$ cat src/rtl/vps_pkg.sv
package vps_pkg;
  typedef enum logic {
    ST_IDLE = 1'b0,
    ST_RUN  = 1'b1
  } vps_state_e;

  localparam logic [1:0] LD_SEL_A   = 2'd0;
  localparam logic [1:0] LD_SEL_B   = 2'd1;
  localparam logic [1:0] LD_SEL_DST = 2'd2;
endpackage

$ cat src/rtl/vps_lsb_find.sv
module vps_lsb_find #(
  parameter int N     = 16,
  parameter int IDX_W = $clog2(N)
) (
  input  logic [N-1:0]     vec_i,
  output logic             found_o,
  output logic [IDX_W-1:0] idx_o
);
  // scan high to low so the lowest set bit is the last assignment
  always_comb begin
    found_o = 1'b0;
    idx_o   = '0;
    for (int i = N - 1; i >= 0; i--) begin
      if (vec_i[i]) begin
        found_o = 1'b1;
        idx_o   = IDX_W'(i);
      end
    end
  end
endmodule

$ cat src/rtl/vps_operand_rf.sv
module vps_operand_rf #(
  parameter int NUM_ELEM = 16,
  parameter int ELEM_W   = 32,
  parameter int IDX_W    = $clog2(NUM_ELEM)
) (
  input  logic              clk_i,
  input  logic              rst_ni,
  input  logic              we_a_i,
  input  logic              we_b_i,
  input  logic [IDX_W-1:0]  wr_idx_i,
  input  logic [ELEM_W-1:0] wr_data_i,
  input  logic [IDX_W-1:0]  rd_idx_i,
  output logic [ELEM_W-1:0] a_o,
  output logic [ELEM_W-1:0] b_o
);
  logic [ELEM_W-1:0] a_q [NUM_ELEM];
  logic [ELEM_W-1:0] b_q [NUM_ELEM];

  for (genvar g = 0; g < NUM_ELEM; g++) begin : g_elem
    always_ff @(posedge clk_i or negedge rst_ni) begin
      if (!rst_ni) begin
        a_q[g] <= '0;
        b_q[g] <= '0;
      end else if (wr_idx_i == IDX_W'(g)) begin
        if (we_a_i) a_q[g] <= wr_data_i;
        if (we_b_i) b_q[g] <= wr_data_i;
      end
    end
  end

  assign a_o = a_q[rd_idx_i];
  assign b_o = b_q[rd_idx_i];
endmodule

$ cat src/rtl/vps_dest_rf.sv
module vps_dest_rf #(
  parameter int NUM_ELEM = 16,
  parameter int ELEM_W   = 32,
  parameter int IDX_W    = $clog2(NUM_ELEM)
) (
  input  logic              clk_i,
  input  logic              rst_ni,
  input  logic              seq_we_i,
  input  logic [IDX_W-1:0]  seq_idx_i,
  input  logic [ELEM_W-1:0] seq_data_i,
  input  logic              ld_we_i,
  input  logic [IDX_W-1:0]  ld_idx_i,
  input  logic [ELEM_W-1:0] ld_data_i,
  input  logic [IDX_W-1:0]  rd_idx_i,
  output logic [ELEM_W-1:0] rd_data_o
);
  logic [ELEM_W-1:0] mem_q [NUM_ELEM];

  // sequencer write wins over a load to the same element
  for (genvar g = 0; g < NUM_ELEM; g++) begin : g_elem
    always_ff @(posedge clk_i or negedge rst_ni) begin
      if (!rst_ni) begin
        mem_q[g] <= '0;
      end else if (seq_we_i && seq_idx_i == IDX_W'(g)) begin
        mem_q[g] <= seq_data_i;
      end else if (ld_we_i && ld_idx_i == IDX_W'(g)) begin
        mem_q[g] <= ld_data_i;
      end
    end
  end

  assign rd_data_o = mem_q[rd_idx_i];
endmodule

$ cat src/rtl/vec_pred_seq.sv
module vec_pred_seq
  import vps_pkg::*;
#(
  parameter int NUM_ELEM = 16,
  parameter int ELEM_W   = 32,
  parameter int IDX_W    = $clog2(NUM_ELEM)
) (
  input  logic                clk_i,
  input  logic                rst_ni,
  input  logic                start_i,
  input  logic [IDX_W-1:0]    vlen_i,
  input  logic [NUM_ELEM-1:0] pmask_i,
  input  logic                zero_en_i,
  input  logic                ld_we_i,
  input  logic [1:0]          ld_sel_i,
  input  logic [IDX_W-1:0]    ld_idx_i,
  input  logic [ELEM_W-1:0]   ld_data_i,
  input  logic [IDX_W-1:0]    rd_idx_i,
  output logic [ELEM_W-1:0]   rd_data_o,
  output logic                busy_o,
  output logic                done_o,
  output logic                wr_en_o,
  output logic [IDX_W-1:0]    wr_idx_o,
  output logic [ELEM_W-1:0]   wr_data_o
);
  vps_state_e          state_q;
  logic [NUM_ELEM-1:0] mask_q;
  logic [NUM_ELEM-1:0] pend_q;
  logic [NUM_ELEM-1:0] pend_nxt;
  logic [NUM_ELEM-1:0] elig;
  logic [NUM_ELEM-1:0] hit_oh;
  logic                done_q;
  logic                start_ok;
  logic                hit;
  logic [IDX_W-1:0]    hit_idx;
  logic [ELEM_W-1:0]   op_a;
  logic [ELEM_W-1:0]   op_b;
  logic [ELEM_W-1:0]   sum;

  // elements to visit: below VL, and either predicated-in or zeroing on
  for (genvar g = 0; g < NUM_ELEM; g++) begin : g_elig
    assign elig[g] = (IDX_W'(g) < vlen_i) && (zero_en_i || pmask_i[g]);
  end

  assign start_ok = start_i && (state_q == ST_IDLE);

  vps_lsb_find #(.N(NUM_ELEM), .IDX_W(IDX_W)) u_find (
    .vec_i   (pend_q),
    .found_o (hit),
    .idx_o   (hit_idx)
  );

  assign hit_oh   = NUM_ELEM'(1) << hit_idx;
  assign pend_nxt = pend_q & ~hit_oh;

  always_ff @(posedge clk_i or negedge rst_ni) begin
    if (!rst_ni) begin
      state_q <= ST_IDLE;
      mask_q  <= '0;
      pend_q  <= '0;
      done_q  <= 1'b0;
    end else begin
      done_q <= 1'b0;
      if (start_ok) begin
        mask_q  <= pmask_i;
        pend_q  <= elig;
        state_q <= (|elig) ? ST_RUN : ST_IDLE;
        done_q  <= ~|elig;
      end else if (state_q == ST_RUN) begin
        pend_q <= pend_nxt;
        if (pend_nxt == '0) begin
          state_q <= ST_IDLE;
          done_q  <= 1'b1;
        end
      end
    end
  end

  vps_operand_rf #(.NUM_ELEM(NUM_ELEM), .ELEM_W(ELEM_W), .IDX_W(IDX_W)) u_src (
    .clk_i     (clk_i),
    .rst_ni    (rst_ni),
    .we_a_i    (ld_we_i && ld_sel_i == LD_SEL_A),
    .we_b_i    (ld_we_i && ld_sel_i == LD_SEL_B),
    .wr_idx_i  (ld_idx_i),
    .wr_data_i (ld_data_i),
    .rd_idx_i  (hit_idx),
    .a_o       (op_a),
    .b_o       (op_b)
  );

  assign sum       = op_a + op_b;
  assign wr_en_o   = (state_q == ST_RUN) && hit;
  assign wr_idx_o  = hit_idx;
  assign wr_data_o = mask_q[hit_idx] ? sum : '0;

  vps_dest_rf #(.NUM_ELEM(NUM_ELEM), .ELEM_W(ELEM_W), .IDX_W(IDX_W)) u_dst (
    .clk_i      (clk_i),
    .rst_ni     (rst_ni),
    .seq_we_i   (wr_en_o),
    .seq_idx_i  (wr_idx_o),
    .seq_data_i (wr_data_o),
    .ld_we_i    (ld_we_i && ld_sel_i == LD_SEL_DST),
    .ld_idx_i   (ld_idx_i),
    .ld_data_i  (ld_data_i),
    .rd_idx_i   (rd_idx_i),
    .rd_data_o  (rd_data_o)
  );

  assign busy_o = (state_q == ST_RUN);
  assign done_o = done_q;
endmodule

$ cat config.mk
export PLATFORM = sky130hd
export DESIGN_NAME = vec_pred_seq
export DESIGN_NICKNAME = d
export VERILOG_FILES = /design/src/rtl/vps_pkg.sv /design/src/rtl/vps_lsb_find.sv /design/src/rtl/vps_operand_rf.sv /design/src/rtl/vps_dest_rf.sv /design/src/rtl/vec_pred_seq.sv
export SDC_FILE = /design/constraint.sdc
export NUM_CORES = 2
export LEC_CHECK = 0
export BUFFER_PORTS_ARGS = -buffer_cell sky130_fd_sc_hd__buf_4
export CAP_MARGIN = 15
export CORE_MARGIN = 2
export CORE_UTILIZATION = 60
export CTS_CLUSTER_SIZE = 30
export DETAILED_ROUTE_END_ITERATION = 10
export PLACE_DENSITY = 0.77
export SYNTH_ARGS = -nofsm -noshare
export SYNTH_HDL_FRONTEND = slang
export SYNTH_HIERARCHICAL = 1
export SYNTH_SLANG_ARGS = --single-unit
$ cat constraint.sdc
create_clock -name clk_i -period 8.4 [get_ports clk_i]
set_clock_uncertainty 0.2 [all_clocks]
set_input_delay 0.84 -clock clk_i [delete_from_list [all_inputs] [get_ports clk_i]]
set_output_delay 0.84 -clock clk_i [all_outputs]
set_load 0.01 [all_outputs]
Word level (Yosys, flattened, before mapping)

Index checks and enable logic that the tools add are counted.

Bits in latches: 0
Bits in read-only memories: 0
Register bits: 1570
Memories: 0
RAM bits: 0

Equal/unequal tests: 32
$lt $le $gt $ge: 19
Add/subtract/negate cells: 1
Shifts and indexed selects: 1
Reductions and logical operators: 124
Mux-type cells: 85
Bitwise gates (word level): 5
Divide/modulo/power cells: 0
Multiply operators: 0

Operator list:

| cell                   | count |
|---|---|
| $mux W32               | 39 |
| $bmux W32 S4           | 3 |
| $eq A4 B4 Y1 const B   | 16 |
| $mux W4                | 16 |
| $reduce_and A2 Y1      | 32 |
| $logic_and A1 B1 Y1    | 53 |
| $reduce_bool A2 Y1     | 17 |
| $add A32 B32 Y32       | 1 |
| $eq A4 B3 Y1 const B   | 8 |
| $lt A4 B4 Y1 const A   | 8 |
| $mux W16               | 2 |
| $mux W1                | 24 |
| $and A16 B16 Y16       | 1 |
| $eq A4 B2 Y1 const B   | 4 |
| $logic_not A16 Y1      | 1 |
| $logic_or A1 B1 Y1     | 16 |
| $lt A3 B4 Y1 const A   | 4 |
| $not A16 Y16           | 1 |
| $reduce_or A16 Y1      | 1 |
| $shl A1 B4 Y16 const A | 1 |
| $ge A5 B5 Y1 const B   | 2 |
| $not A4 Y5             | 2 |
| $eq A4 B1 Y1 const B   | 2 |
| $logic_not A4 Y1       | 2 |
| 9 further kinds        | 11 |

Longest topological paths before layout

Depth after elaboration: 23
Gate-level depth with buffers: 24
Gate-level depth less buffers: 19

Hierarchy

Netlist, hierarchy kept.

By module, submodules not included:

| module         | area each (um^2) | cells each | instances | seq. area each (um^2) |
|---|---|---|---|---|
| vps_operand_rf | 45836.5          | 2826       | 1         | 25624.6 |
| vps_dest_rf    | 29804.8          | 3401       | 1         | 12812.3 |
| vec_pred_seq   | 3907.5           | 526        | 1         | 850.8 |
| vps_lsb_find   | 178.9            | 33         | 1         | 0.0 |

Least setup slack after synthesis

No wires, ideal clock.

Path type: register -> register
Start: register pend_q[7]
End: register u_dst/mem_q[126] in the netlist's numbering
Setup time: 0.082 ns
Path buffers: 4
Data arrival time: 5.506 ns
Period minus slack after synthesis: 5.788 ns
Setup slack: 2.612 ns
Required time: 8.118 ns
Cell stages (with the launch flop): 22
Cell sequence: dfrtp_1 nor4_2 nor3b_1 nor2b_1 clkbuf_1 buf_1 a22oi_1 nand2_1 ha_1 inv_1 fa_1 nand2b_1 a21oi_1 o2111ai_1 a21oi_1 o21ai_0 o21bai_1 mux2i_1 buf_1 clkbuf_1 nor3_1 a31oi_1

Cells in the longest elaborated chain, start to end: 15
Elaborated cells between the ends (all ways): 32

RTL lines:

| element                                     | RTL line             | RTL |
|---|---|---|
| from (decl)                                 | vec_pred_seq.sv:28   | `logic [NUM_ELEM-1:0] pend_q;` |
| from (signal assigned)                      | vec_pred_seq.sv:66   | `pend_q <= elig;` |
| from (signal assigned)                      | vec_pred_seq.sv:70   | `pend_q <= pend_nxt;` |
| $mux W4 (8 in a row)                        | vps_lsb_find.sv:14   | `if (vec_i[i]) begin` |
| named net wr_idx_o[3]                       | vec_pred_seq.sv:23   | `output logic [IDX_W-1:0] wr_idx_o,` |
| $not A4 Y5 (implied by the code)            | vps_operand_rf.sv:31 | `assign a_o = a_q[rd_idx_i];` |
| $bmux W32 S4                                | vps_operand_rf.sv:31 |  |
| $mux W32 (implied by the code) (2 in a row) | vps_operand_rf.sv:31 |  |
| named net op_a[0]                           | vec_pred_seq.sv:36   | `logic [ELEM_W-1:0] op_a;` |
| $add A32 B32 Y32                            | vec_pred_seq.sv:91   | `assign sum = op_a + op_b;` |
| $mux W32                                    | vec_pred_seq.sv:94   | `assign wr_data_o = mask_q[hit_idx] ? sum : '0;` |
| named net wr_data_o[30]                     | vec_pred_seq.sv:24   | `output logic [ELEM_W-1:0] wr_data_o` |
| $mux W32                                    | vps_dest_rf.sv:24    | `end else if (seq_we_i && seq_idx_i == IDX_W'(g)) begin` |
| to (signal, indexed assignment)             | vps_dest_rf.sv:25    | `mem_q[g] <= seq_data_i;` |
| to (signal, indexed assignment)             | vps_dest_rf.sv:27    | `mem_q[g] <= ld_data_i;` |
| to (decl)                                   | vps_dest_rf.sv:17    | `logic [ELEM_W-1:0] mem_q [NUM_ELEM];` |

The timed path passes the listed nets, and every way through them passes these cells. The select of a mux whose other input is x is not followed.
A chain may end at the register's enable or synchronous reset.

Worst setup path in the final report

Start: register pend_q[14]
End: output wr_data_o[31]

Cells in the longest elaborated chain, start to end: 21
Elaborated cells between the ends (all ways): 26

RTL lines:

| element                                     | RTL line |
|---|---|
| $mux W4 (15 in a row)                       | vps_lsb_find.sv:14 |
| $not A4 Y5 (implied by the code)            | vps_operand_rf.sv:31 |
| $bmux W32 S4                                | vps_operand_rf.sv:31 |
| $mux W32 (implied by the code) (2 in a row) | vps_operand_rf.sv:31 |
| named net op_a[3]                           | vec_pred_seq.sv:36 |
| $add A32 B32 Y32                            | vec_pred_seq.sv:91 |
| $mux W32                                    | vec_pred_seq.sv:94 |
| to (decl)                                   | vec_pred_seq.sv:24 |

The timed path passes the listed nets, and every way through them passes these cells. The select of a mux whose other input is x is not followed.

==> impl_results.md <==
- Status: complete, no violations
- Clock period minus worst slack: 7.87 ns
- Max_slew headroom: 11.5%
- 1st-iter DRT viols: 9556
- Most frequent cell after synthesis: dfrtp_1
- Sequential share of power: 31.2%
- DR vias: 61711
- Worst path required time: 7.36 ns
- Pwr Density: 393 nW/um^2
- Share of the synthesized area in the top cell type: 49.3%
- WHS Path Cells: 3
- Yosys warnings: 6
- P_sw: 14200 uW
- Final count of pins violating max slew: 0
- # clock sinks: roughly 1600
- Critical-path maximum fanout: 46
- Die area: approximately 140000 sq um
- Clock Tree Root: clkbuf_16
- Core area: about 130000 sq um
- Hold-fix buffers, CTS: 6
- Clock Power Share: 21.8%
- Die width: 369 um
- Most frequent cells after synthesis: dfrtp_1 (1570), mux2_2 (1008), clkbuf_1 (605)
- Clock-pin slew on the worst setup and hold paths: 0.06 ns
- Total Wirelength: ~250 mm
- Placer Congestion: 0.937
- Final Hold Vio Count: 0
- Data arrival time of the worst path: 6.83 ns
- Synth Instances: 6786
- Internal power: 19800 uW
- Synth unique cells: 68
- Area of the multi-input gates: between 30000 and 40000 sq um
- LEAKAGE: 0.0356 uW
- Part of the Yosys area used for sequential elements: around half
- Final setup vio count: 0
- Unrepaired setup endpoints after global routing: no
- Sw Ratio: approximately two fifths
- CTS tree: yes
- CTS max path bufs: 3
- First-pass GRT wire length: around 390 mm
- I/O pins: 138
- Layout Nets: approximately 6500
- Async set or reset register ratio after synthesis: 100%
- Die Y: around 370 um
- # rows: 133
- Post-synth EDFFs: 0
- Critical path launch point type: register
- R2R Path Start: pend_q[14]
- Hold Path Class: in -> reg
- Measured slew at the worst slew-check pin: 1.33 ns
- DP HPWL: 136 mm
- Synth Cell Area: 79700 sq um
- Final ANT Viol Nets: 0
- WL per Instance: 30.7 um
- Number of global-route vias before repair: between 60000 and 70000
- Setup TNS Final: 0 ns
- Cell taking the most area after synthesis: dfrtp_1
- Max-cap violation count: 0
- Post-DP Area: roughly 81000 sq um
- CTS H-tree lvls: 4
- TritonRoute pass-1 iters: 9
- Port Buf Inserts: ~140
- Worst setup startpoint: pend_q[14]
- Post-CTS sizing: 0
- Post CTS Setup Buffer Count: 0
- Most used DFF post-synth: dfrtp_1
- Critical setup path kind: reg -> out
- Pin count of the biggest net entering global routing: 171
- Final Instance Area: 86400 sq um
- Yosys reg bits: 1570
- Fmax: between 0.1 and 0.15 GHz
- P&R area growth vs syn: 8.37%
- Initial Util: around 60%
- Post-DR vias/cell: 7.47
- Synth Area per Inst: 11.7 sq um
- Share of power burned in combinational logic: 47.0%
- Total GRT Usage: 37.2%
- FF+latch area: slightly below 40000 sq um
- Max VDD drop: about 0.00033 V
- Antenna violations before repair: 16
- Total grt overflow: 0
- Hold Path Origin: pmask_i[6]
- Syn Nets: 6885
- Share of cells above drive strength 1: 31.5%
- Cts bufs inserted: 161
- Drt drc: 0
- Final period utilization: between 90% and 100%
- Reg2Reg Depth: 19
- Crit. End Element: output pin
- Clk Latency, worst-skew pair: ~0.83 ns
- Fill cells: 9204
- Top post-synthesis cells by area: dfrtp_1 (49%), mux2_2 (14%), mux4_2 (11%)
## through the flow
step	cells	power (uW)	worst slack (ns)	hold WS (ns)	util, %
floorplan	6786	21100	2.61	0.240	-
global placement	7953	25600	1.50	0.254	61.4
detailed placement	7953	26000	1.47	0.259	61.4
CTS	8246	33400	0.561	0.00861	65.6
global route	8256	35200	0.109	0.0367	65.6
finish	8258	33900	0.527	0.0414	65.6
## final timing paths
path	slack, ns	to
max reg2reg	1.90	u_dst/mem_q[369]
min reg2reg	0.27	mask_q[3]
min in group asynchronous	0.42	u_dst/mem_q[69]
max	0.53	wr_data_o[31]
min	0.04	mask_q[6]
max in group asynchronous	5.41	u_src/b_q[104]
## routing by layer
metal	share of wire (%)	track usage [%]	wire length, um	vias up
met5	0.019	0	47	-
met4	6.9	21.8	17400	8
met3	12	10.7	31500	1309
met2	45	57.0	114000	4770
met1	36	47.4	90000	31013
li1	-	-	-	24611
## cells in the final DEF (no fill, tap or decap), drive strengths merged, types with 5 or more instances in the layout
| cell | count |
|---|---|
| dfrtp | 1570 |
| mux2 | 1026 |
| o21ai | 557 |
| nand3 | 526 |
| nor3 | 524 |
| a31oi | 517 |
| mux4 | 388 |
| buf | 295 |
| clkbuf | 233 |
| nand2 | 194 |
| a22oi | 193 |
| nor2 | 87 |
| a21oi | 50 |
| clkinv | 33 |
| ha | 31 |
| or2 | 25 |
| inv | 24 |
| o211ai | 19 |
| nor2b | 16 |
| xor2 | 14 |
| nand2b | 13 |
| nand4 | 12 |
| mux2i | 12 |
| and2 | 11 |
| diode | 10 |
| xnor2 | 10 |
| bufinv | 10 |
| nand3b | 9 |
| and3 | 7 |
| dlygate4sd3 | 6 |
| o22ai | 6 |
| nor3b | 6 |
| o31ai | 5 |
## state kept, by name, summed over array words and instances, names as in the netlist
register and flops:
u_src/b_q 512, mask_q 16, pend_q 16, done_o 1
u_dst/mem_q 512, busy_o 1, u_src/a_q 512
## worst max-delay path, stage by stage (launching register included)
cell and delay, ns:
dfrtp_1 0.45, inv_1 0.09, a21oi_1 0.07, o311a_2 0.37
o22ai_4 0.55, buf_12 0.43, mux4_2 0.56, a22oi_1 0.43
nand2_1 0.13, ha_1 0.36, o21ai_0 0.13, o21bai_1 0.14
o211ai_1 0.45, a21oi_1 0.25, o31ai_1 0.74, a21oi_1 0.14
o211ai_1 0.15, buf_4 0.35, buf_4 0.18
## kinds of logic (layout without fill, tap and decap cells)
| group | count (synthesis) | count (layout) | share of synthesized area [%] |
|---|---|---|---|
| compound gates | 1395 | 1395 | 10.5 |
| xor+xnor | 24 | 24 | 0.264 |
| fa+ha+maj | 32 | 32 | 0.512 |
| buf+inv | 898 | 605 | 4.98 |
| flops | 1570 | 1570 | 49.3 |
| mux | 1426 | 1426 | 25.6 |
| other cells | 0 | 10 | 0 |
| simple gates | 1441 | 1441 | 8.87 |
## layout make-up
type	instances	share of cell area, %
Antenna cell	10	0.0290
Clock buffer	232	5.44
Clock inverter	55	0.834
Inverter	16	0.0695
Multi-Input combinational cell	4318	42.7
Sequential cell	1570	45.5
Tap cell	1755	2.54
Timing Repair Buffer	302	2.92
## power by group through the flow
| stage | clock (uW) | combinational, uW | sequential (uW) |
|---|---|---|---|
| floorplan | 0 | 10800 | 10300 |
| global placement | 0 | 15000 | 10500 |
| detailed placement | 0 | 15400 | 10600 |
| CTS | 7430 | 15500 | 10500 |
| global route | 7760 | 16700 | 10800 |
| finish | 7390 | 15900 | 10600 |
Note: power is estimated with default switching activity, not from simulation.
